**src/rtl/recirc_pkg.sv**
```systemverilog
package recirc_pkg;

    localparam int unsigned DEF_WIDTH = 32;
    localparam int unsigned DEF_LEN   = 4;

    // Where the head of the ring takes its next element from.
    typedef enum logic {
        FEED_LOOP = 1'b0,
        FEED_NEW  = 1'b1
    } feed_src_e;

    function automatic feed_src_e feed_from_load(input logic load);
        return load ? FEED_NEW : FEED_LOOP;
    endfunction

endpackage

```
**src/rtl/recirc_cell.sv**
```systemverilog
module recirc_cell #(
    parameter int unsigned WIDTH = recirc_pkg::DEF_WIDTH
) (
    input  logic             clk_i,
    input  logic             rst_i,
    input  logic [WIDTH-1:0] d_i,
    output logic [WIDTH-1:0] q_o
);

    always_ff @(posedge clk_i) begin
        if (rst_i) begin
            q_o <= '0;
        end else begin
            q_o <= d_i;
        end
    end

endmodule

```
**src/rtl/recirc_feed_sel.sv**
```systemverilog
module recirc_feed_sel
    import recirc_pkg::*;
#(
    parameter int unsigned WIDTH = DEF_WIDTH
) (
    input  logic             load_i,
    input  logic [WIDTH-1:0] fresh_i,
    input  logic [WIDTH-1:0] loop_i,
    output logic [WIDTH-1:0] head_o
);

    feed_src_e src;

    always_comb begin
        src = feed_from_load(load_i);
        unique case (src)
            FEED_NEW:  head_o = fresh_i;
            FEED_LOOP: head_o = loop_i;
            default:   head_o = loop_i;
        endcase
    end

endmodule

```
**src/rtl/recirc_vector.sv**
```systemverilog
module recirc_vector
    import recirc_pkg::*;
#(
    parameter int unsigned WIDTH = DEF_WIDTH,
    parameter int unsigned LEN   = DEF_LEN
) (
    input  logic             clk_i,
    input  logic             rst_i,
    input  logic             load_i,
    input  logic [WIDTH-1:0] data_i,
    output logic [WIDTH-1:0] data_o
);

    localparam int unsigned TAIL = LEN - 1;

    logic [LEN-1:0][WIDTH-1:0] stage_q;
    logic [WIDTH-1:0]          head_d;

    // Head selection: new word or the element leaving the tail.
    recirc_feed_sel #(.WIDTH(WIDTH)) u_feed (
        .load_i  (load_i),
        .fresh_i (data_i),
        .loop_i  (stage_q[TAIL]),
        .head_o  (head_d)
    );

    // Ring of registers: position 0 is the head, TAIL drives the output.
    for (genvar i = 0; i < LEN; i++) begin : g_ring
        if (i == 0) begin : g_head
            recirc_cell #(.WIDTH(WIDTH)) u_cell (
                .clk_i (clk_i),
                .rst_i (rst_i),
                .d_i   (head_d),
                .q_o   (stage_q[0])
            );
        end else begin : g_body
            recirc_cell #(.WIDTH(WIDTH)) u_cell (
                .clk_i (clk_i),
                .rst_i (rst_i),
                .d_i   (stage_q[i-1]),
                .q_o   (stage_q[i])
            );
        end
    end

    assign data_o = stage_q[TAIL];

endmodule

```
**config.mk**
```make
export PLATFORM = sky130hd
export DESIGN_NAME = recirc_vector
export DESIGN_NICKNAME = d
export VERILOG_FILES = /design/src/rtl/recirc_pkg.sv /design/src/rtl/recirc_cell.sv /design/src/rtl/recirc_feed_sel.sv /design/src/rtl/recirc_vector.sv
export SDC_FILE = /design/constraint.sdc
export NUM_CORES = 1
export LEC_CHECK = 0
export BUFFER_PORTS_ARGS = -buffer_cell sky130_fd_sc_hd__buf_2
export CAP_MARGIN = 20
export CORE_MARGIN = 5
export CORE_UTILIZATION = 40
export CTS_BUF_LIST = sky130_fd_sc_hd__clkbuf_8
export CTS_CLUSTER_DIAMETER = 50
export CTS_CLUSTER_SIZE = 8
export DETAILED_ROUTE_END_ITERATION = 12
export HOLD_SLACK_MARGIN = 0.03
export PLACE_DENSITY_LB_ADDON = 0.08
export REMOVE_ABC_BUFFERS = 1
export SLEW_MARGIN = 20
export SYNTH_ARGS = -nofsm -noshare
export SYNTH_HDL_FRONTEND = slang
export SYNTH_HIERARCHICAL = 1
export SYNTH_SLANG_ARGS = --single-unit
```
**constraint.sdc**
```tcl
create_clock -name clk_i -period 1.4 [get_ports clk_i]
set_input_delay 0.28 -clock clk_i [delete_from_list [all_inputs] [get_ports clk_i]]
set_output_delay 0.28 -clock clk_i [all_outputs]
set_load 0.05 [all_outputs]
```
==> qor_table.md, run 1 <==
| Parameter | Reported | Unit |
|:---|:---|:---|
| Req. time, crit path | 1.12 | ns |
| Number of design rule violations left after detail routing | 0 | - |
| Unrepaired setup endpoints after global routing | no | - |
| Slowest-stage cell, CP | dfxtp_1 | - |
| Main area contributors after synthesis | dfxtp_1 64%, nor2b_1 20%, mux2_4 11% | - |
| Proportion of layout cells with a drive suffix above 1 | 33.7 | % |
| Number of global-route vias before repair | 2028 | - |
| Fraction of the yosys area taken by sequential cells | 64.1 | % |
| Cell area after layout | 0.00481 | sq mm |
| Final-report max-slew violation count | 0 | - |
| Min-Delay Path Class | in -> reg | - |
| Status | finished clean | - |
| # rows | 36 | - |
| Yosys reg bits | 128 | - |
| Final setup vio count | 0 | - |
| Number of buffers added by the clock tree synthesis step | 17 | - |
| Static leakage power | 0.00214 | uW |
| Library cells used by synthesis | 7 | - |
| Sort of element at the start of the critical path | flop | - |
| Detailed Route Iter0 Violations | 109 | - |
| Top cell family by delay on the critical path | flip-flops | - |
| Top-level port count | 67 | - |
| Clk_skew | 0.00795 | ns |
| Total power consumption of the routed design | 7230 | uW |
| Cell accounting for the most synthesized area | dfxtp_1 | - |
| Final worst slack | 0.0885 | ns |
| Die X-Extent | 110 | um |
| Routed Antenna Nets | 0 | - |
| Vias after detailed routing | 2092 | - |
| Start-to-end type of the worst setup path | reg -> out | - |
| CTS H-tree lvls | 4 | - |
| Maximum net fanout on the critical path | 2 | - |
| Cell count after synthesis | 304 | - |
| Std-Cell Core Area | 0.00977 | sq mm |
| Remaining global-route overflow | 0 | - |
| Number of failing hold endpoints at the final stage | 0 | - |
| Area share of the largest cell type after synthesis | 64.1 | % |
| Filler cells | 910 | - |
| Clock transition at the register clock pins on the worst setup and hold paths after CTS | 0.07 | ns |
| Detailed-route wire length | 6080 | um |
| Layout Cells excl Fill | 522 | - |
| Dpl cells | 491 | - |
| Weighted congestion at the end of routability-driven global placement | 0.668 | - |
| Instance area at placement | 0.00442 | sq mm |
| Root buf cell | clkbuf_8 | - |
| Max-cap check violation count | 0 | - |
| Combined buffer and inverter count along the critical path | 1 | - |
| Count of warnings emitted by yosys | 6 | - |
| Vertical extent of the die | 110 | um |
| Post-synthesis to final-layout area growth | 20.4 | % |
| Achievable frequency | 0.762 | GHz |
| TritonCTS clock tree | yes | - |
| Final Net Count | 412 | - |
| Wire length of the first global-routing pass | 10000 | um |
| Final critical path time including I/O delays and setup | 1.31 | ns |
| Maximum number of pins on one net before global-route repair | 69 | - |
| Antenna violations before repair | 0 | - |
| Post-Synthesis Mean Instance Area | 13.1 | sq um |
| Starting density of the core | 40.9 | % |
| Detailed-route vias per instance | 4.01 | - |
| Crit share post-route | 93.7 | % |
| Sequential cell area in the final layout | 0.00256 | sq mm |
| Worst Path Arrival | 1.03 | ns |
| Antenna diode instance count | 0 | - |
| Gr usage total | 11.0 | % |
| Clock Latency Late Sink | 0.40 | ns |
| Die outline area | 0.0121 | sq mm |
| Area of combinational cells with multiple inputs | 0.00127 | sq mm |
| Summed instance area of the synthesized netlist | 0.00400 | sq mm |
| Buffers added on ports | 66 | - |
| Wire per inst | 11.6 | um |
| Critical path cell sequence | buf_2 | - |
| Highest cell delay on the worst timing path | 0.36 | ns |
| Placement-stage worst setup slack | 0.173 | ns |
| Slew headroom | 81.5 | % |
| CTS max path bufs | 2 | - |
| Buffer count from post-CTS setup fixing | 0 | - |
| Detail Placement HPWL | 3690 | um |
| Tightest Pin Transition | 0.278 | ns |
| Worst Setup End Kind | primary output | - |
| Number of optimization iterations in the first detailed-route pass | 4 | - |
| Power per unit of standard cell area | 1500 | mW/mm^2 |
| Setup Total Neg Slack | 0 | ns |
| Worst IR Drop VDD | 749 | uV |
| CTS sink count | 128 | - |
-- report_power, final --
part	leakage (uW)	total, uW	switching (uW)	internal (uW)
Combinational	0.000890	362	165	197
Sequential	0.00104	3750	22.2	3730
Clock	0.000207	3110	1340	1780
-- placed cells by master (no fill, tap or decap), types with 3 or more instances in the layout --
cell / netlist / layout
clkinv_2: 0 / 5
mux2_4: 30 / 30
dfxtp_1: 128 / 128
bufinv_16: 0 / 3
buf_2: 0 / 64
clkbuf_8: 0 / 18
nor2b_1: 128 / 128
buf_12: 3 / 4
-- per-stage QoR --
step                      util (%)  hold WS, ns
after floorplan                  -        0.352
after global placement        45.2        0.416
after detailed placement      45.2        0.423
after CTS                     49.2        0.176
after global routing          49.2        0.185
final                         49.2        0.204
-- layer usage --
metal	wire length [um]	share of wire [%]	track usage (%)
met2	2400	39	14.6
met1	3240	53	15.4
met5	0	0	0
met3	388	6.4	4.83
met4	59	0.97	4.81
-- Yosys cell counts --
cell and count:
buf_4 12, buf_6 1, nor2b_1 128, mux2_4 30, dfxtp_1 128, buf_12 3, mux2_2 2
-- final timing paths --
kind / from / to / slack (ns) / cells after the start
max reg2reg: g_ring[3].g_body.u_cell/q_o[18] / g_ring[0].g_head.u_cell/q_o[18] / 0.55 / 2
min: data_i[5] / g_ring[0].g_head.u_cell/q_o[5] / 0.20 / 3
min reg2reg: g_ring[0].g_head.u_cell/q_o[2] / g_ring[1].g_body.u_cell/q_o[2] / 0.44 / 1
max: g_ring[3].g_body.u_cell/q_o[7] / data_o[7] / 0.09 / 1
-- final cells by class --
| cell class | count | share of cell area (%) |
|---|---|---|
| sequential | 128 | 53.3 |
| multi-input combinational | 160 | 26.5 |
| timing repair buffer | 70 | 8.63 |
| clock buffer | 18 | 5.15 |
| tap | 133 | 3.46 |
| clock inverter | 13 | 3.04 |
-- kinds of logic (layout without fill, tap and decap cells) --
kind of cell	Yosys count	in the layout	share of synthesized area [%]
AND/OR/NAND/NOR	128	128	20.0
flip-flops	128	128	64.1
buffers and inverters	16	101	4.04
multiplexers	32	32	11.8
-- registers in the layout (all words and copies together) (netlist names) --
name,flops
g_ring.g_head.u_cell/q_o,32
g_ring.g_body.u_cell/q_o,96
-- repair_timing --
action / in CTS / in global routing
setup endpoints to repair: 0 / 1
resized for setup: 0 / 1
hold buffers: 0 / 0
Power figures use the tool's default switching activity.
==> run 2: changes to the inputs <==
- CELL_PAD_IN_SITES_DETAIL_PLACEMENT: not set -> 2
- CELL_PAD_IN_SITES_GLOBAL_PLACEMENT: not set -> 2
- CORE_UTILIZATION: 40 -> 39
- REMOVE_ABC_BUFFERS: 1 -> not set
==> run 2 against run 1 <==
Final cell count is 0.77% higher; via count is 4.6% higher; combinational power hardly changed.
==> qor_table.md, run 2 (synthesis gave the netlist of run 1 again) <==
| Parameter | Reported | Unit |
|:---|:---|:---|
| Antenna violations before repair | 0 | - |
| Static leakage power | 0.00213 | uW |
| Share of power burned in the clock network | 41.3 | % |
| Cell area after layout | 0.00479 | sq mm |
| Req. time, crit path | 1.12 | ns |
| Worst setup path startpoint | g_ring[3].g_body.u_cell/q_o[26] | - |
| Share of total power consumed by net switching | 22.1 | % |
| Final critical path time including I/O delays and setup | 1.33 | ns |
| Layer with the highest usage | met2 | - |
| Clk_skew | 0.0107 | ns |
| Combined buffer and inverter count along the critical path | 1 | - |
| Top cell family by delay on the critical path | flip-flops | - |
| Number of global-route vias before repair | 2371 | - |
| Die outline area | 0.0124 | sq mm |
| Global-route track usage on met2 | 18.3 | % |
| Buffers added on ports | 66 | - |
| TritonCTS clock tree | yes | - |
| Instance area at placement | 0.00442 | sq mm |
| Max-cap check violation count | 0 | - |
| Antenna diode instance count | 0 | - |
| Die X-Extent | 111 | um |
| Start-to-end type of the worst setup path | reg -> out | - |
| Setup Total Neg Slack | 0 | ns |
| Number of buffers added by the clock tree synthesis step | 17 | - |
| Cts repair resizes | 0 | - |
| Maximum number of pins on one net before global-route repair | 60 | - |
| Std-Cell Core Area | 0.0101 | sq mm |
| Unrepaired setup endpoints after global routing | no | - |
| Worst reg2reg startpoint | g_ring[3].g_body.u_cell/q_o[19] | - |
| Final-report max-slew violation count | 0 | - |
| Fraction of power consumed by sequential logic | 53.5 | % |
| Wire length of the first global-routing pass | 11900 | um |
| Synth Net Count | 339 | - |
| Power per unit of standard cell area | 1470 | mW/mm^2 |
| Met1 track demand over resource | 15.4 | % |
| Number of failing hold endpoints at the final stage | 0 | - |
| Final Net Count | 412 | - |
| CTS H-tree lvls | 4 | - |
| Worst IR Drop VDD | 562 | uV |
| Most used cells in the layout excluding fill and tap cells | 128 x nor2b_1, 128 x dfxtp_1, 63 x buf_2 | - |
| Global-route met3 utilization | 5.19 | % |
| Crit share post-route | 95.0 | % |
| CTS max path bufs | 2 | - |
| Number of optimization iterations in the first detailed-route pass | 3 | - |
| Proportion of layout cells with a drive suffix above 1 | 33.3 | % |
| Top-level port count | 67 | - |
| Fraction of the core area covered by cells at the end of the flow | 47.2 | % |
| Number of design rule violations left after detail routing | 0 | - |
| Comb power frac | 5.2 | % |
| Status | finished clean | - |
| Worst Setup End Kind | primary output | - |
| Number of flip-flops in the largest register | 96 | - |
| Weighted congestion at the end of routability-driven global placement | 0.653 | - |
| Vertical extent of the die | 111 | um |
| Vias after detailed routing | 2189 | - |
| Root buf cell | clkbuf_8 | - |
| Critical path cell sequence | buf_2 | - |
| Min-Delay Path Class | in -> reg | - |
| Clock Latency Late Sink | 0.41 | ns |
| Detailed Route Iter0 Violations | 61 | - |
| Leading registers by flop count | g_ring.g_body.u_cell/q_o x96, g_ring.g_head.u_cell/q_o x32 | - |
| Worst Path Arrival | 1.05 | ns |
| Starting density of the core | 39.4 | % |
| Final setup vio count | 0 | - |
| Gr usage total | 12.4 | % |
| Achievable frequency | 0.752 | GHz |
| Slowest-stage cell, CP | dfxtp_1 | - |
| Detailed-route wire length | 7060 | um |
| Pint | 5470 | uW |
| Net switching power | 1550 | uW |
| CTS sink count | 128 | - |
| Min-delay src | data_i[21] | - |
| Post-synthesis to final-layout area growth | 19.8 | % |
| Clock transition at the register clock pins on the worst setup and hold paths after CTS | 0.07 | ns |
| Routed Antenna Nets | 0 | - |
| Sort of element at the start of the critical path | flop | - |
| Highest cell delay on the worst timing path | 0.36 | ns |
| Maximum net fanout on the critical path | 2 | - |
| Hold Buf Count CTS | 0 | - |
| Tightest Pin Transition | 0.268 | ns |
| Wire per inst | 13.4 | um |
| # rows | 37 | - |
| Remaining global-route overflow | 0 | - |
| Worst-case hold slack | 0.199 | ns |
| Top reg by flops | g_ring.g_body.u_cell/q_o | - |
| Detail Placement HPWL | 4430 | um |
| Slew headroom | 82.3 | % |
| Buffer count from post-CTS setup fixing | 0 | - |
| Detailed-route vias per instance | 4.16 | - |
## run 2: changes by cell type in the layout (fill, tap and decap cells not counted)
cell	delta
bufinv_16	-1
inv_6	-1
clkinvlp_4	+1
clkinv_4	+1
clkbuf_8	-1
clkbuf_4	+1
inv_1	+2
buf_2	-1
## run 2: final cells by class
class	count	area [sq um]
fillers	1013	5350
clock inverters	15	131
flip-flops and latches	128	2560
well taps	136	170
multi-input cells	160	1270
repair buffers	70	418
clock buffers	17	234
## run 2: power by group through the flow
| stage | registers (uW) | logic, uW | clock network [uW] |
|---|---|---|---|
| 3_3_place_gp | 3840 | 364 | 0 |
| 2_1_floorplan | 3860 | 250 | 0 |
| 4_1_cts | 3750 | 374 | 3030 |
| 5_1_grt | 3760 | 399 | 3200 |
| 6_report | 3750 | 364 | 2900 |
| 3_5_place_dp | 3840 | 372 | 0 |
## run 2: path summary, 6_finish.rpt
path	endpoint	slack (ns)	depth (start not counted)
worst max register to register	g_ring[0].g_head.u_cell/q_o[19]	0.56	2
worst min-delay path	g_ring[0].g_head.u_cell/q_o[21]	0.20	3
worst max-delay path	data_o[26]	0.07	1
worst min register to register	g_ring[1].g_body.u_cell/q_o[8]	0.44	1
## run 2: stage by stage
| stage | total power, uW | instances | setup slack, ns |
|---|---|---|---|
| floorplan | 4110 | 304 | 0.348 |
| global placement | 4200 | 494 | 0.180 |
| detailed placement | 4210 | 494 | 0.142 |
| CTS | 7160 | 526 | 0.0254 |
| global route | 7360 | 526 | 0.00275 |
| finish | 7020 | 526 | 0.0704 |
## run 2: routing by layer
| metal | vias up | routed length [um] |
|---|---|---|
| met3 | 8 | 324 |
| met5 | - | 0 |
| met2 | 42 | 3300 |
| li1 | 1092 | - |
| met4 | 0 | 95 |
| met1 | 1047 | 3340 |
## run 2: tightest hold or removal path, stage by stage
cell	delay [ns]
buf_2	0.07
mux2_4	0.12
nor2b_1	0.10
